### config.mk
export PLATFORM = sky130hd
export DESIGN_NAME = dlymon_ctrl
export DESIGN_NICKNAME = d
export VERILOG_FILES = /design/src/rtl/dlymon_pkg.sv /design/src/rtl/dlymon_therm_dec.sv /design/src/rtl/dlymon_decide.sv /design/src/rtl/dlymon_vreg.sv /design/src/rtl/dlymon_ctrl.sv
export SDC_FILE = /design/constraint.sdc
export NUM_CORES = 1
export LEC_CHECK = 0
export ABC_AREA = 1
export ABC_CLOCK_PERIOD_IN_PS = 1700
export BUFFER_PORTS_ARGS = -buffer_cell sky130_fd_sc_hd__buf_2
export CORE_ASPECT_RATIO = 0.75
export CORE_MARGIN = 2
export CORE_UTILIZATION = 55
export DETAILED_ROUTE_END_ITERATION = 6
export PLACE_DENSITY = 0.89
export SYNTH_ARGS = -nofsm -noshare
export SYNTH_HDL_FRONTEND = slang
export SYNTH_SLANG_ARGS = --single-unit
### constraint.sdc
create_clock -name clk -period 1.7 [get_ports clk]
set_input_delay 0.34 -clock clk [delete_from_list [all_inputs] [get_ports clk]]
set_output_delay 0.34 -clock clk [all_outputs]
set_load 0.01 [all_outputs]
### src/rtl/dlymon_pkg.sv
package dlymon_pkg;
  typedef enum logic [1:0] {
    ST_IDLE,
    ST_LAUNCH,
    ST_EVAL,
    ST_SETTLE
  } mon_state_e;

  typedef enum logic [1:0] {
    ACT_HOLD,
    ACT_UP,
    ACT_DOWN
  } act_e;
endpackage

### src/rtl/dlymon_therm_dec.sv
module dlymon_therm_dec #(
  parameter int NTAP = 16,
  parameter int IW   = $clog2(NTAP + 1)
) (
  input  logic [NTAP-1:0] taps_i,
  output logic [IW-1:0]   stage_o,
  output logic            bubble_o
);
  // run[i] is high while every stage up to i has seen the edge
  logic [NTAP-1:0] run;

  generate
    for (genvar i = 0; i < NTAP; i++) begin : g_run
      if (i == 0) begin : g_first
        assign run[i] = taps_i[i];
      end else begin : g_rest
        assign run[i] = run[i-1] & taps_i[i];
      end
    end
  endgenerate

  always_comb begin
    stage_o = '0;
    for (int i = 0; i < NTAP; i++) begin
      stage_o = stage_o + IW'(run[i]);
    end
  end

  // any one beyond the first zero breaks the thermometer pattern
  assign bubble_o = |(taps_i & ~run);
endmodule

### src/rtl/dlymon_decide.sv
module dlymon_decide
  import dlymon_pkg::*;
#(
  parameter int IW = 5
) (
  input  logic [IW-1:0] stage_i,
  input  logic          bubble_i,
  input  logic [IW-1:0] target_i,
  input  logic [IW-1:0] margin_i,
  input  logic [IW-1:0] hyst_i,
  output act_e          act_o
);
  localparam int SW = IW + 2;

  logic [SW-1:0] need;
  logic [SW-1:0] upper;
  logic [SW-1:0] hyst_e;
  logic [SW-1:0] stage_w;

  always_comb begin
    hyst_e  = (hyst_i == '0) ? SW'(1) : SW'(hyst_i);
    need    = SW'(target_i) + SW'(margin_i);
    upper   = need + hyst_e;
    stage_w = SW'(stage_i);
    if (bubble_i || (stage_w < need)) begin
      act_o = ACT_UP;
    end else if (stage_w >= upper) begin
      act_o = ACT_DOWN;
    end else begin
      act_o = ACT_HOLD;
    end
  end
endmodule

### src/rtl/dlymon_vreg.sv
module dlymon_vreg
  import dlymon_pkg::*;
#(
  parameter int VW      = 6,
  parameter int V_RESET = 20
) (
  input  logic          clk,
  input  logic          rst_n,
  input  logic          apply_i,
  input  act_e          act_i,
  input  logic [VW-1:0] vmin_i,
  input  logic [VW-1:0] vmax_i,
  output logic [VW-1:0] vcode_o,
  output logic          up_o,
  output logic          dn_o,
  output logic          take_o
);
  logic          up_ok;
  logic          dn_ok;
  logic [VW-1:0] vcode_n;

  always_comb begin
    up_ok   = (act_i == ACT_UP)   && (vcode_o < vmax_i);
    dn_ok   = (act_i == ACT_DOWN) && (vcode_o > vmin_i);
    take_o  = apply_i && (up_ok || dn_ok);
    vcode_n = vcode_o;
    if (apply_i && up_ok) begin
      vcode_n = vcode_o + 1'b1;
    end else if (apply_i && dn_ok) begin
      vcode_n = vcode_o - 1'b1;
    end
  end

  always_ff @(posedge clk or negedge rst_n) begin
    if (!rst_n) begin
      vcode_o <= VW'(V_RESET);
      up_o    <= 1'b0;
      dn_o    <= 1'b0;
    end else begin
      vcode_o <= vcode_n;
      up_o    <= apply_i && up_ok;
      dn_o    <= apply_i && dn_ok;
    end
  end
endmodule

### src/rtl/dlymon_ctrl.sv
module dlymon_ctrl
  import dlymon_pkg::*;
#(
  parameter int NTAP       = 16,
  parameter int CHAIN_OUTS = 8,
  parameter int VW         = 6,
  parameter int CW         = 4,
  parameter int V_RESET    = 20,
  localparam int IW        = $clog2(NTAP + 1),
  localparam int SELW      = $clog2(CHAIN_OUTS)
) (
  input  logic            clk,
  input  logic            rst_n,
  input  logic            enable_i,
  input  logic            cal_load_i,
  input  logic [SELW-1:0] cal_tap_i,
  input  logic [IW-1:0]   target_i,
  input  logic [IW-1:0]   margin_i,
  input  logic [IW-1:0]   hyst_i,
  input  logic [CW-1:0]   settle_i,
  input  logic [VW-1:0]   vmin_i,
  input  logic [VW-1:0]   vmax_i,
  input  logic [NTAP-1:0] taps_i,
  output logic            launch_o,
  output logic [SELW-1:0] chain_sel_o,
  output logic [VW-1:0]   vcode_o,
  output logic            step_up_o,
  output logic            step_down_o,
  output logic            meas_valid_o,
  output logic [IW-1:0]   stage_o,
  output logic            bubble_o
);
  // reset: asserted asynchronously, released through two flops
  logic [1:0] rsync;
  logic       rst_ni;

  always_ff @(posedge clk or negedge rst_n) begin
    if (!rst_n) begin
      rsync <= 2'b00;
    end else begin
      rsync <= {rsync[0], 1'b1};
    end
  end
  assign rst_ni = rsync[1];

  // calibration select
  always_ff @(posedge clk or negedge rst_ni) begin
    if (!rst_ni) begin
      chain_sel_o <= '0;
    end else if (cal_load_i) begin
      chain_sel_o <= cal_tap_i;
    end
  end

  // sequencer
  mon_state_e    state_q, state_n;
  logic [CW-1:0] wait_q, wait_n;
  logic [NTAP-1:0] cap_q;
  logic          take;
  logic          in_eval;
  logic [IW-1:0] dec_stage;
  logic          dec_bubble;
  act_e          act;

  assign in_eval  = (state_q == ST_EVAL);
  assign launch_o = (state_q == ST_LAUNCH);

  always_comb begin
    state_n = state_q;
    wait_n  = wait_q;
    unique case (state_q)
      ST_IDLE: begin
        if (enable_i) state_n = ST_LAUNCH;
      end
      ST_LAUNCH: begin
        state_n = ST_EVAL;
      end
      ST_EVAL: begin
        if (take && (settle_i != '0)) begin
          state_n = ST_SETTLE;
          wait_n  = settle_i;
        end else begin
          state_n = enable_i ? ST_LAUNCH : ST_IDLE;
        end
      end
      ST_SETTLE: begin
        wait_n = wait_q - 1'b1;
        if (wait_q <= CW'(1)) begin
          state_n = enable_i ? ST_LAUNCH : ST_IDLE;
        end
      end
      default: state_n = ST_IDLE;
    endcase
  end

  always_ff @(posedge clk or negedge rst_ni) begin
    if (!rst_ni) begin
      state_q <= ST_IDLE;
      wait_q  <= '0;
    end else begin
      state_q <= state_n;
      wait_q  <= wait_n;
    end
  end

  // capture at the end of the launch cycle
  always_ff @(posedge clk or negedge rst_ni) begin
    if (!rst_ni) begin
      cap_q <= '0;
    end else if (launch_o) begin
      cap_q <= taps_i;
    end
  end

  dlymon_therm_dec #(.NTAP(NTAP), .IW(IW)) u_dec (
    .taps_i   (cap_q),
    .stage_o  (dec_stage),
    .bubble_o (dec_bubble)
  );

  dlymon_decide #(.IW(IW)) u_decide (
    .stage_i  (dec_stage),
    .bubble_i (dec_bubble),
    .target_i (target_i),
    .margin_i (margin_i),
    .hyst_i   (hyst_i),
    .act_o    (act)
  );

  dlymon_vreg #(.VW(VW), .V_RESET(V_RESET)) u_vreg (
    .clk     (clk),
    .rst_n   (rst_ni),
    .apply_i (in_eval),
    .act_i   (act),
    .vmin_i  (vmin_i),
    .vmax_i  (vmax_i),
    .vcode_o (vcode_o),
    .up_o    (step_up_o),
    .dn_o    (step_down_o),
    .take_o  (take)
  );

  // measurement report
  always_ff @(posedge clk or negedge rst_ni) begin
    if (!rst_ni) begin
      meas_valid_o <= 1'b0;
      stage_o      <= '0;
      bubble_o     <= 1'b0;
    end else begin
      meas_valid_o <= in_eval;
      if (in_eval) begin
        stage_o  <= dec_stage;
        bubble_o <= dec_bubble;
      end
    end
  end
endmodule

==> impl_metrics.toml <==
[cts]
cts_sinks = 42
cts_inserted_buffers = 5
path_clk_slew_ns = 0.10
cts_tree = "yes"
clkLatencyLatePin_ns = 0.32
cts_root_buf = "clkbuf_8"
cts_htree_levels = 2
clk_path_buf_depth = 2

[cells_and_area]
drive_gt1_share_pct = 45.1
fill_cells = 255
syn2layout_area_growth_pct = 54.0
fin_nets = 692
post-route-util_pct = 87.3
fin_cells = 664
diodes = 0
layout_commonest_cell = "nand2_1"
final_cell_mix = "nand2_1 (94), buf_4 (92), buf_2 (72), inv_1 (55), dfrtp_1 (40)"
postLayoutCellArea_sq_um = 5060

[job]
cap_violations = 0

[global_route]
gr-total-overflow = 0
grt_max_degree = 27
antenna_found_initial = 0
grt_pass1_wl_mm = 19.8
grtUsageTotal_pct = 39.3
grt_pass1_vias = 4163

[synth]
synth_compound_area_share_pct = 9.11
ys_types = 37
synthesis.nets = 510
synth_top_family_by_area = "simple AND/OR/NAND/NOR gates"
synthesis.area_sq_um = 3280
synth-simple-area-share_pct = 23.1
yosys_warnings = 0
synth-xor-area-share_pct = 3.16
synth_fa_ha_area_share_pct = 22.9
ys_seq_area_share_pct = 32.1
synth_cells = 403
ys_ff_latch = 42
synthMuxAreaShare_pct = 1.03
syn_area_per_cell_sq_um = 8.15

[worst_setup_path]
cpPeakStageDelay_ns = 0.58
crit_slowest_cell = "fa_2"
crit_fanout = 4
path_class = "flip-flop to flip-flop"
worstPathRequired_ns = 1.90
r2r_end = "u_vreg.vcode_o[5]"
critPathCapture = "u_vreg.vcode_o[5]"
critPathArrivalTime_ns = 7.26
reg2regPathDepth = 35
crit_top_cell = "a21oi_2"
r2r_slack_ns = -5.35
cp-start-kind = "flip-flop"
end_kind = "flip-flop"
worstSetupStartpoint = "cap_q[0]"
r2r_start = "cap_q[0]"

[timing]
min_period_ns = 7.05
hold_violations = 0
max_freq_ghz = 0.142
worst_pin_slew_ns = 0.685
relSlewSlack_pct = 54.3
period_share_pct = 415
rsz0062_at_grt = "true"
slew_violations = 0
finClkSkew_ns = 0.0102
setup_slack_ns = -5.35
setup_viol = 20
hold_ws_ns = 0.248

[power_and_ir_drop]
ir_worst_vdd_mv = 1.18
p_leak_nw = 2.75
powerDensity_nw_per_um2 = 1680
totalPowerFinal_mw = 8.52

[drt]
vias = 4290
wl_mm = 15.5
drtIter0Drc = 585
wl_per_cell_um = 23.3
ant_nets = 0
drcViolationCount = 10
dr.pass1.iters = 7
viasPerCell = 6.46

[run_status]
outcome = "finished, violations left"
violations = "DRC, setup timing"

[min_path]
min_path_type = "input pin to flip-flop"
min_path_cells = 3

[placement]
placed_area_sq_um = 4360
dp.cells = 623
gp_congestion = 0.901
io_buffers = 72
dp_hpwl_mm = 7.17

[die]
fp.dieW_um = 93.2
fp.coreArea_sq_um = 5800
ios = 73
die_area_sq_um = 6610
die_h_um = 70.9
start_util_pct = 56.6
rows = 24
final cells by class:
class	instances	area [sq um]	area share (%)
Clock buffer	5	68.8	1.36
Clock inverter	3	18.8	0.371
Tap cell	78	97.6	1.93
Inverter	63	236	4.68
Multi-Input combinational cell	289	2260	44.8
Sequential cell	42	1050	20.8
Timing Repair Buffer	184	1320	26.1
flip-flops by register name (all words and copies together), names as in the netlist, 2 cells and up:
name and flops:
wait_q 4, u_vreg.vcode_o 6, chain_sel_o 3, stage_o 5, rsync 2, state_q 2, cap_q 16
how the worst min path moves through the flow:
| stage | to | from | slack, ns |
|---|---|---|---|
| floorplan | rsync[0] | rst_n | 0.04 |
| global placement | rsync[0] | rst_n | 0.13 |
| detailed placement | rsync[0] | rst_n | 0.13 |
| CTS | cap_q[6] | taps_i[6] | 0.23 |
| global route | cap_q[6] | taps_i[6] | 0.25 |
| finish | cap_q[5] | taps_i[5] | 0.25 |
logic make-up after synthesis:
family,after synthesis
fa+ha+maj,53
mux,3
buf+inv,72
flops,42
other cells,1
simple gates,167
xor+xnor,11
compound gates,54
power breakdown:
group	internal [mW]	switching [mW]	leakage [nW]
Sequential	1.41	0.399	0.514
Clock	0.291	0.424	0.0483
Combinational	2.68	3.31	2.19
layer usage:
metal  vias up  track usage, %  part of all wire (%)
li1       1663               -                     -
met1      1956            43.2                    33
met2       475            66.0                    44
met3       194            9.27                    12
met4         2            30.4                    10
met5         -               0                  0.22
Yosys cell counts:
cell	number	area [sq um]
xor2_2	1	16.3
nand2_2	4	25.0
nor2_1	14	52.6
o31ai_1	1	7.51
dfrtp_1	40	1000
a21o_1	2	15.0
or4_1	1	7.51
a21oi_1	20	100
nand2_1	103	387
ha_1	41	513
nor3_1	4	20.0
dfstp_2	2	52.6
o41ai_1	1	8.76
o211ai_1	2	15.0
clkbuf_1	7	26.3
buf_1	1	3.75
xor2_1	4	35.0
a31oi_1	2	12.5
nand3_2	2	20.0
inv_1	62	233
nand3_1	20	100
o21ai_0	23	115
a31o_2	1	8.76
nor2_2	5	31.3
mux2_2	3	33.8
nand2_4	1	11.3
a21oi_2	1	8.76
clkinv_1	1	3.75
fa_1	12	240
buf_6	1	11.3
or2_2	2	12.5
nand4_1	7	43.8
nor2_4	2	22.5
conb_1	1	3.75
o21a_1	1	7.51
xnor2_1	6	52.6
nand4_2	2	25.0
what timing repair did:
action,in CTS,in global routing
pin swaps,18,18
setup buffers,19,12
resized for setup,40,29
cloned,1,0
hold buffers,1,0
endpoints found under the hold margin,2,0
endpoints found under the setup margin,20,21
critical path: cells and delay by family (launching register included):
family	cells	cell delay (ns)
DFF	1	0.43
adders and majority gates	8	3.23
AOI/OAI and AO/OA	6	0.97
xor gates and xnor gates	1	0.21
and+or+nand+nor	13	1.51
buffers and inverters	7	0.55
through the flow:
step | setup TNS (ns) | setup WS, ns
floorplan | -62.62 | -4.28
global placement | -64.48 | -4.17
detailed placement | -70.00 | -4.54
CTS | -70.82 | -4.49
global route | -85.01 | -5.48
finish | -83.73 | -5.35
Note: power is estimated with default switching activity, not from simulation.
